### src/rtl/intr_cascade_pkg.sv
package intr_cascade_pkg;
  // register addresses
  localparam int unsigned IC_A_LSTS = 0;
  localparam int unsigned IC_A_LEN  = 1;
  localparam int unsigned IC_A_GSTS = 2;
  localparam int unsigned IC_A_GSE  = 3;
  localparam int unsigned IC_A_GSIG = 4;

  // global bit owners
  localparam int unsigned IC_G_CARD = 0;
  localparam int unsigned IC_G_PEER = 1;
  localparam int unsigned IC_GLB_W  = 2;

  typedef struct packed {
    logic lsts_clr;
    logic len_ld;
    logic gsts_clr;
    logic gse_ld;
    logic gsig_ld;
  } ic_wr_sel_t;
endpackage

### src/rtl/ic_sticky_cell.sv
module ic_sticky_cell (
  input  logic clk,
  input  logic rst,
  input  logic set_i,
  input  logic clr_i,
  output logic q_o
);
  logic q_q;

  always_ff @(posedge clk) begin
    if (rst)        q_q <= 1'b0;
    else if (set_i) q_q <= 1'b1;
    else if (clr_i) q_q <= 1'b0;
  end

  assign q_o = q_q;

  // a set in the same cycle as a clear leaves the bit high
  p_set_wins_r4: assert property (@(posedge clk) disable iff (rst)
    set_i |=> q_o);

  // with neither set nor clear the bit keeps its value
  p_hold_quiet_r3: assert property (@(posedge clk) disable iff (rst)
    (!set_i && !clr_i) |=> $stable(q_o));
endmodule

### src/rtl/ic_local_bank.sv
module ic_local_bank #(
  parameter int unsigned LW    = 12,
  parameter logic [LW-1:0] VALID = 12'hF0F
) (
  input  logic          clk,
  input  logic          rst,
  input  logic [LW-1:0] evt_i,
  input  logic [LW-1:0] clr_i,
  input  logic          en_ld_i,
  input  logic [LW-1:0] en_wdata_i,
  output logic [LW-1:0] sts_o,
  output logic [LW-1:0] en_o,
  output logic          summary_o
);
  logic [LW-1:0] sts;
  logic [LW-1:0] en_q;

  for (genvar i = 0; i < LW; i++) begin : g_bit
    if (VALID[i]) begin : g_impl
      ic_sticky_cell u_cell (
        .clk   (clk),
        .rst   (rst),
        .set_i (evt_i[i]),
        .clr_i (clr_i[i]),
        .q_o   (sts[i])
      );
    end else begin : g_rsvd
      assign sts[i] = 1'b0;
    end
  end

  always_ff @(posedge clk) begin
    if (rst)          en_q <= '0;
    else if (en_ld_i) en_q <= en_wdata_i & VALID;
  end

  assign sts_o     = sts;
  assign en_o      = en_q;
  assign summary_o = |(sts & en_q);

  // every implemented event pulse is visible in status next cycle
  p_evt_latch_r2: assert property (@(posedge clk) disable iff (rst)
    |(evt_i & VALID) |=> ((sts_o & $past(evt_i & VALID)) == $past(evt_i & VALID)));
endmodule

### src/rtl/ic_global_bank.sv
module ic_global_bank #(
  parameter int unsigned GW = 2
) (
  input  logic          clk,
  input  logic          rst,
  input  logic [GW-1:0] src_i,
  input  logic [GW-1:0] clr_i,
  input  logic          gse_ld_i,
  input  logic          gsig_ld_i,
  input  logic [GW-1:0] wdata_i,
  output logic [GW-1:0] sts_o,
  output logic [GW-1:0] gse_o,
  output logic [GW-1:0] gsig_o,
  output logic          irq_o
);
  logic [GW-1:0] sts;
  logic [GW-1:0] gse_q;
  logic [GW-1:0] gsig_q;
  logic [GW-1:0] rec;
  logic          irq_q;

  assign rec = src_i & gse_q;

  for (genvar g = 0; g < GW; g++) begin : g_glb
    ic_sticky_cell u_cell (
      .clk   (clk),
      .rst   (rst),
      .set_i (rec[g]),
      .clr_i (clr_i[g]),
      .q_o   (sts[g])
    );
  end

  always_ff @(posedge clk) begin
    if (rst) begin
      gse_q  <= '0;
      gsig_q <= '0;
      irq_q  <= 1'b0;
    end else begin
      if (gse_ld_i)  gse_q  <= wdata_i;
      if (gsig_ld_i) gsig_q <= wdata_i;
      irq_q <= |(sts & gse_q & gsig_q);
    end
  end

  assign sts_o  = sts;
  assign gse_o  = gse_q;
  assign gsig_o = gsig_q;
  assign irq_o  = irq_q;

  // a global bit only rises when its source was active and status-enabled
  p_rise_gated_r6: assert property (@(posedge clk) disable iff (rst)
    1'b1 |=> (((sts_o & ~$past(sts_o)) & ~$past(src_i & gse_o)) == '0));

  // line follows the masked OR one cycle later
  p_irq_follow_r8: assert property (@(posedge clk) disable iff (rst)
    1'b1 |=> (irq_o == $past(|(sts_o & gse_o & gsig_o))));
endmodule

### src/rtl/ic_regdec.sv
module ic_regdec
  import intr_cascade_pkg::*;
#(
  parameter int unsigned ADDR_W = 3,
  parameter int unsigned DATA_W = 16
) (
  input  logic              clk,
  input  logic              rst,
  input  logic              wr_i,
  input  logic [ADDR_W-1:0] addr_i,
  input  logic [DATA_W-1:0] lsts_i,
  input  logic [DATA_W-1:0] len_i,
  input  logic [DATA_W-1:0] gsts_i,
  input  logic [DATA_W-1:0] gse_i,
  input  logic [DATA_W-1:0] gsig_i,
  output ic_wr_sel_t        sel_o,
  output logic [DATA_W-1:0] rdata_o
);
  logic [DATA_W-1:0] rd_mux;
  logic [DATA_W-1:0] rdata_q;

  always_comb begin
    sel_o          = '0;
    sel_o.lsts_clr = wr_i && (addr_i == ADDR_W'(IC_A_LSTS));
    sel_o.len_ld   = wr_i && (addr_i == ADDR_W'(IC_A_LEN));
    sel_o.gsts_clr = wr_i && (addr_i == ADDR_W'(IC_A_GSTS));
    sel_o.gse_ld   = wr_i && (addr_i == ADDR_W'(IC_A_GSE));
    sel_o.gsig_ld  = wr_i && (addr_i == ADDR_W'(IC_A_GSIG));
  end

  always_comb begin
    case (addr_i)
      ADDR_W'(IC_A_LSTS): rd_mux = lsts_i;
      ADDR_W'(IC_A_LEN):  rd_mux = len_i;
      ADDR_W'(IC_A_GSTS): rd_mux = gsts_i;
      ADDR_W'(IC_A_GSE):  rd_mux = gse_i;
      ADDR_W'(IC_A_GSIG): rd_mux = gsig_i;
      default:            rd_mux = '0;
    endcase
  end

  always_ff @(posedge clk) begin
    if (rst) rdata_q <= '0;
    else     rdata_q <= rd_mux;
  end

  assign rdata_o = rdata_q;

  // at most one register is targeted by a write
  p_one_target_r9: assert property (@(posedge clk) disable iff (rst)
    $onehot0({sel_o.lsts_clr, sel_o.len_ld, sel_o.gsts_clr, sel_o.gse_ld, sel_o.gsig_ld}));
endmodule

### src/rtl/intr_cascade.sv
module intr_cascade
  import intr_cascade_pkg::*;
#(
  parameter int unsigned   LOCAL_W     = 12,
  parameter logic [11:0]   LOCAL_VALID = 12'hF0F,
  parameter int unsigned   ADDR_W      = 3,
  parameter int unsigned   DATA_W      = 16
) (
  input  logic               clk,
  input  logic               rst,
  input  logic [LOCAL_W-1:0] card_evt,
  input  logic               peer_evt,
  input  logic               reg_wr,
  input  logic [ADDR_W-1:0]  reg_addr,
  input  logic [DATA_W-1:0]  reg_wdata,
  output logic [DATA_W-1:0]  reg_rdata,
  output logic               irq
);
  localparam int unsigned GW    = IC_GLB_W;
  localparam int unsigned LPAD  = DATA_W - LOCAL_W;
  localparam int unsigned GPAD  = DATA_W - GW;

  ic_wr_sel_t          sel;
  logic [LOCAL_W-1:0]  lsts;
  logic [LOCAL_W-1:0]  len;
  logic                card_sum;
  logic [GW-1:0]       gsrc;
  logic [GW-1:0]       gsts;
  logic [GW-1:0]       gse;
  logic [GW-1:0]       gsig;
  logic [LOCAL_W-1:0]  lclr;
  logic [GW-1:0]       gclr;

  assign lclr = sel.lsts_clr ? reg_wdata[LOCAL_W-1:0] : '0;
  assign gclr = sel.gsts_clr ? reg_wdata[GW-1:0] : '0;

  assign gsrc[IC_G_CARD] = card_sum;
  assign gsrc[IC_G_PEER] = peer_evt;

  ic_local_bank #(
    .LW    (LOCAL_W),
    .VALID (LOCAL_VALID[LOCAL_W-1:0])
  ) u_local (
    .clk        (clk),
    .rst        (rst),
    .evt_i      (card_evt),
    .clr_i      (lclr),
    .en_ld_i    (sel.len_ld),
    .en_wdata_i (reg_wdata[LOCAL_W-1:0]),
    .sts_o      (lsts),
    .en_o       (len),
    .summary_o  (card_sum)
  );

  ic_global_bank #(
    .GW (GW)
  ) u_global (
    .clk       (clk),
    .rst       (rst),
    .src_i     (gsrc),
    .clr_i     (gclr),
    .gse_ld_i  (sel.gse_ld),
    .gsig_ld_i (sel.gsig_ld),
    .wdata_i   (reg_wdata[GW-1:0]),
    .sts_o     (gsts),
    .gse_o     (gse),
    .gsig_o    (gsig),
    .irq_o     (irq)
  );

  ic_regdec #(
    .ADDR_W (ADDR_W),
    .DATA_W (DATA_W)
  ) u_regdec (
    .clk     (clk),
    .rst     (rst),
    .wr_i    (reg_wr),
    .addr_i  (reg_addr),
    .lsts_i  ({{LPAD{1'b0}}, lsts}),
    .len_i   ({{LPAD{1'b0}}, len}),
    .gsts_i  ({{GPAD{1'b0}}, gsts}),
    .gse_i   ({{GPAD{1'b0}}, gse}),
    .gsig_i  ({{GPAD{1'b0}}, gsig}),
    .sel_o   (sel),
    .rdata_o (reg_rdata)
  );

  // summary into global bit 0 needs an enabled pending local bit
  p_card_gate_r5: assert property (@(posedge clk) disable iff (rst)
    (gsts[IC_G_CARD] && !$past(gsts[IC_G_CARD])) |-> $past(|(lsts & len)));
endmodule

### config.mk
export PLATFORM = sky130hd
export DESIGN_NAME = intr_cascade
export DESIGN_NICKNAME = d
export VERILOG_FILES = /design/src/rtl/intr_cascade_pkg.sv /design/src/rtl/ic_sticky_cell.sv /design/src/rtl/ic_local_bank.sv /design/src/rtl/ic_global_bank.sv /design/src/rtl/ic_regdec.sv /design/src/rtl/intr_cascade.sv
export SDC_FILE = /design/constraint.sdc
export NUM_CORES = 1
export LEC_CHECK = 0
export ABC_AREA = 1
export BUFFER_PORTS_ARGS = -buffer_cell sky130_fd_sc_hd__buf_4
export CAP_MARGIN = 20
export CORE_UTILIZATION = 43
export DETAILED_ROUTE_END_ITERATION = 8
export PLACE_DENSITY = 0.74
export REMOVE_ABC_BUFFERS = 1
export SLEW_MARGIN = 10
export SYNTH_ARGS = -nofsm -noshare
export SYNTH_HDL_FRONTEND = slang
export SYNTH_SLANG_ARGS = --single-unit
export TNS_END_PERCENT = 30
### constraint.sdc
create_clock -name clk -period 0.8 [get_ports clk]
set_input_delay 0 -clock clk [delete_from_list [all_inputs] [get_ports clk]]
set_output_delay 0 -clock clk [all_outputs]
set_load 0.01 [all_outputs]
# Word-level counts from Yosys, hierarchy flattened
# Cells that the tools add are included.
# totals
ff_bits	39
inputBits	35
out_inout_bits	17
elab_cells	64
# classes
eq_ne	4
n_mux	23
bitwise_logic	4
reduce_logical	18
# op_table
operator	n
$pmux 12 s5	1
$mux 1	20
$reduce_bool 2->1	10
$and 12x12->12	1
$mux 12	1
$reduce_or 12->1	1
$and 2x2->2	3
$eq 3x2->1 const B	2
$logic_and 1x1->1	5
$eq 3x1->1 const B	1
$eq 3x3->1 const B	1
$logic_not 3->1	1
$mux 2	1
$reduce_or 2->1	1

# Depth between registers and ports, before layout
# depth
depth_word	5
mapped_depth	6
ltp_nobuf	6

# By module
# A second synthesis with hierarchy kept.
# hier_totals
cells_unflattened	359
area_unflattened_um2	2347.3
# by_module_without_submodules
mod	n_inst	cells_per_inst	area_per_inst_um2	seq_area_each_um2
ic_regdec	1	194	1203.7	320.3
ic_local_bank	1	59	435.4	160.2
ic_sticky_cell	10	5	40.0	20.0
ic_global_bank	1	26	187.7	100.1
intr_cascade	1	30	120.1	0.0

# Worst setup path after synthesis
# No wires, ideal clock.
# synth_timing
kind	flip-flop to flip-flop
start	register u_local.en_q[11] (netlist: u_local.en_o[11])
end	register u_global.g_glb[0].u_cell.q_q
setup_time_ps	132
arrival_time_ps	623
required_time_ps	668
slack_ps	45
path_stages_with_launch	7
path_buffers	0
synth_period_minus_slack_ps	755
cell_sequence	dfxtp_1 -> nand2_1 -> nand2_1 -> nor2_1 -> nand2_1 -> nand2_1 -> a21oi_1
# synth_between
elab_chain_len	4
elab_cells_between_ends	5
classes_between	mux (1); bitwise (2); reduce/logical (2)
# synth_lines
element	line_no	source
from (decl)	ic_local_bank.sv:16	logic [LW-1:0] en_q;
from (signal assigned)	ic_local_bank.sv:34	else if (en_ld_i) en_q <= en_wdata_i & VALID;
$and 12x12->12 (*)	ic_local_bank.sv:39	assign summary_o = |(sts & en_q);
$reduce_or 12->1 (*)	ic_local_bank.sv:39	
$and 2x2->2 (*)	ic_global_bank.sv:22	assign rec = src_i & gse_q;
$mux 1 / $reduce_bool 2->1 (equally long branches)	n/a	
to (signal assigned)	ic_sticky_cell.sv:11	if (rst) q_q <= 1'b0;
to (signal assigned)	ic_sticky_cell.sv:12	else if (set_i) q_q <= 1'b1;
to (signal assigned)	ic_sticky_cell.sv:13	else if (clr_i) q_q <= 1'b0;
to (decl)	ic_sticky_cell.sv:8	logic q_q;
# Every way passes the cells marked *; elsewhere a longest branch is shown, timed or not.
# A chain may end at the register's enable or synchronous reset.

# Final worst setup path
# layout_timing
start	register u_local.g_bit[1].g_impl.u_cell.q_q
end	register u_global.g_glb[0].u_cell.q_q
# layout_between
elab_chain_len	4
elab_cells_between_ends	5
classes_between	mux (1); bitwise (2); reduce/logical (2)
# layout_lines
element	line_no
from (decl)	ic_sticky_cell.sv:8
from (signal assigned)	ic_sticky_cell.sv:11
from (signal assigned)	ic_sticky_cell.sv:12
from (signal assigned)	ic_sticky_cell.sv:13
$and 12x12->12 (*)	ic_local_bank.sv:39
$reduce_or 12->1 (*)	ic_local_bank.sv:39
$and 2x2->2 (*)	ic_global_bank.sv:22
$mux 1 / $reduce_bool 2->1 (equally long branches)	n/a
# Marked as above.

==> metrics <==
status=finished with violations; violated checks=negative setup slack; total stage count of the critical path=6; proportion of layout cells with a drive suffix above 1=about 32%; number of detailed-routing iterations run before antenna repair=4; Hold Path Class=primary input to register; clock tree from TritonCTS=built; kind of critical path=register to register; number of flops mapped to enable cells by yosys=0; vias post-DR=approximately 1.5k; Synth top cells by count=sky130_fd_sc_hd__nand2_1, sky130_fd_sc_hd__dfxtp_1, sky130_fd_sc_hd__a21oi_1; cells on worst reg2reg path=6; register bit count reported by yosys=31; kind of start point of the critical path=register; Req. time, crit path=between 1 and 1.5 ns; maximum fanout along the worst path=3; Reg2Reg Setup Slack=-0.06 ns; number of core rows=20; GRT Util Overall=21.27%; terminus of the critical flop-to-flop path=u_global.g_glb[0].u_cell.q_o$_SDFFE_PP0P_; setup repair after global routing missed its margin=yes; GP Congestion=roughly 0.86; count of antenna-violating nets left after detailed routing=0; Chip Width=58.27 um; worst setup path startpoint=u_local.g_bit[1].g_impl.u_cell.q_o$_SDFFE_PP0P_; YS warnings=0; DPL Wire Length=2.252 mm; initial standard-cell utilization of the core=between 40% and 50%; filler cell count in the final layout=about 260; Crit-path slowest cell=sky130_fd_sc_hd__dfxtp_2; # diodes=0; clock latency at the later pin of the worst-skew pair=0.33 ns; Reg2Reg Launch Point=u_local.g_bit[1].g_impl.u_cell.q_o$_SDFFE_PP0P_; most frequent cell after synthesis=sky130_fd_sc_hd__nand2_1; CP arrival=about 1.1 ns; Die Y=58.27 um; layout overhead on the synthesized area=52.11%; total clock buffers created by CTS=5; cell at the root of the clock tree=sky130_fd_sc_hd__clkbuf_4; family of cells with the greatest summed delay on the critical path=simple AND/OR/NAND/NOR gates; vias in the first global route=approximately 1.3k; number of design-rule violations left by the first detailed-router iteration=between 50 and 60; Area contributors post-synth=sky130_fd_sc_hd__dfxtp_1, sky130_fd_sc_hd__nand2_1, sky130_fd_sc_hd__a21oi_1; post-synth design cell area=roughly 0.0014 sq mm; total die area=roughly 0.0034 sq mm; Final min period=around 0.86 ns; average wire per cell in the routed design=11.05 um; number of antenna violations at the first check in global routing=0; proportion of synthesized chip area in sequential cells=between 40 and 50%; average footprint of a synthesized cell=between 7 and 8 sq um; I/O pin cnt=52; setup ws final=-0.06483 ns; dominant synthesized flop cell=sky130_fd_sc_hd__dfxtp_1; count of buffer and inverter cells on the critical path=0; layout net count=300; total core area=0.003028 sq mm; clock-pin slew on the worst setup and hold paths=~0.090 ns; DRT Wirelength=approximately 3.4 mm; Setup TNS Final=-0.06483 ns; cell depth of the worst hold path=4; final clock period utilization by the worst path=108.1%; sum of overflow across all layers after global routing=0; via-per-instance ratio=between 4 and 5; peak supply drop=approximately 0.93 mV; share of Yosys cell area claimed by the top area cell type=between 40% and 50%; quantity of I/O buffers inserted on ports=31; number of maximum-capacitance violations=0; global-route wire length before repair=5.457 mm; PwrDens=1444 mW/mm^2; DRC Markers=0; count of H-tree levels built during CTS=2; Setup Slack @ Placement=-0.1835 ns; capturing element of the worst setup path=u_global.g_glb[0].u_cell.q_o$_SDFFE_PP0P_; library cell occupying the most area in the post-synthesis netlist=sky130_fd_sc_hd__dfxtp_1; Fmax=~1200 MHz; Synth async-reset ratio=0%; leak pwr=0.0009344 uW; Most Frequent Cell on Critical Path=sky130_fd_sc_hd__nand2_1; number of instances in the synthesized netlist=190; worst hold margin=0.04632 ns; max-slew violation count=0; worst stage delay on the critical path=around 0.34 ns; crit path capture type=register; maximum number of pins on one net before global-route repair=19; Longest Clk Path Bufs=2; ordered list of cells on the worst path=nand2_1 > nand2_1 > nor2_1 > nand2_1 > nand2_1 > a21oi_1; worst setup skew after layout=just under 0.008 ns; final hold violations=0; final setup violation count=1; clk sink count=31; unique cell type count in the Yosys netlist=17
-- cell type report --
cell class	instances	area, sq um	area share [%]
clock buffers	7	45.04	2.175
clock inverters	1	5.005	0.2417
inverters	16	60.06	2.900
multi-input cells	136	643.1	31.06
flip-flops and latches	31	634.4	30.63
well taps	44	55.05	2.659
repair buffers	75	628.1	30.33
-- registers in the layout (all words and copies together) (netlist names) --
name and cells:
u_local.g_bit.g_impl.u_cell.q_o 8, u_local.en_o 8, u_global.gsig_o 2, u_global.irq_o 1
u_regdec.rdata_o 8, u_global.g_glb.u_cell.q_o 2, u_global.gse_o 2
-- logic make-up after synthesis --
group | after synthesis | share of synthesized area [%]
other | 1 | 0.2755
buffers and inverters | 30 | 11.21
flip-flops | 31 | 45.59
AND/OR/NAND/NOR | 95 | 30.79
AO/OA/AOI/OAI | 33 | 12.13
-- tightest hold or removal path, delay by kind of cell --
kind | cells | cell delay (ns)
compound gates | 1 | 0.05
buf+inv | 1 | 0.13
simple gates | 2 | 0.16
-- how the worst min path moves through the flow --
stage           startpoint                                              end  slack [ns]
6_report            reg_wr        u_global.g_glb[1].u_cell.q_o$_SDFFE_PP0P_        0.05
5_1_grt             reg_wr        u_global.g_glb[1].u_cell.q_o$_SDFFE_PP0P_        0.09
4_1_cts             reg_wr        u_global.g_glb[0].u_cell.q_o$_SDFFE_PP0P_        0.05
3_5_place_dp   card_evt[8]  u_local.g_bit[8].g_impl.u_cell.q_o$_SDFFE_PP0P_        0.25
3_3_place_gp   card_evt[3]  u_local.g_bit[3].g_impl.u_cell.q_o$_SDFFE_PP0P_        0.25
2_1_floorplan          rst        u_global.g_glb[0].u_cell.q_o$_SDFFE_PP0P_        0.07
-- per-stage QoR --
stage / area, sq um / utilization, % / std cells / total power (uW)
floorplan: 1295 / - / 183 / 1792
global placement: 1783 / 58.88 / 283 / 2063
detailed placement: 1783 / 58.88 / 283 / 2068
CTS: 2024 / 66.86 / 310 / 2992
global route: 2071 / 68.39 / 310 / 3145
finish: 2071 / 68.39 / 310 / 2990
-- power breakdown --
part | switching, uW | leakage (uW) | internal, uW
registers | 30.2 | 0.000257 | 1600
clock network | 523 | 0.0000293 | 342
logic | 232 | 0.000648 | 265
-- repair_timing --
| action | 4_1_cts | 5_1_grt |
|---|---|---|
| hold buffers | 18 | 0 |
| pin swaps | 2 | 4 |
| endpoints found under the hold margin | 28 | 0 |
| gates resized for setup | 3 | 19 |
| buffers inserted | 1 | 0 |
| setup endpoints to repair | 1 | 11 |
-- per-layer routing --
layer | global-route usage (%) | vias to the layer above | wire [um]
met5 | 0 | - | 0
met4 | 8.163 | 0 | 48
met3 | 5.580 | 6 | 156
met2 | 33.83 | 40 | 1643
met1 | 27.64 | 680 | 1577
li1 | - | 757 | -
-- layout by cell type, fill, tap and decap left out, drive strengths merged --
master / instances
o21ai: 4
clkinv: 1
clkbuf: 7
dfxtp: 31
nand3: 28
inv: 16
conb: 8
dlygate4sd3: 18
nand2: 54
buf: 57
nor2: 10
a21oi: 29
nor3: 1
nand4: 2
Note: power is estimated with default switching activity, not from simulation.
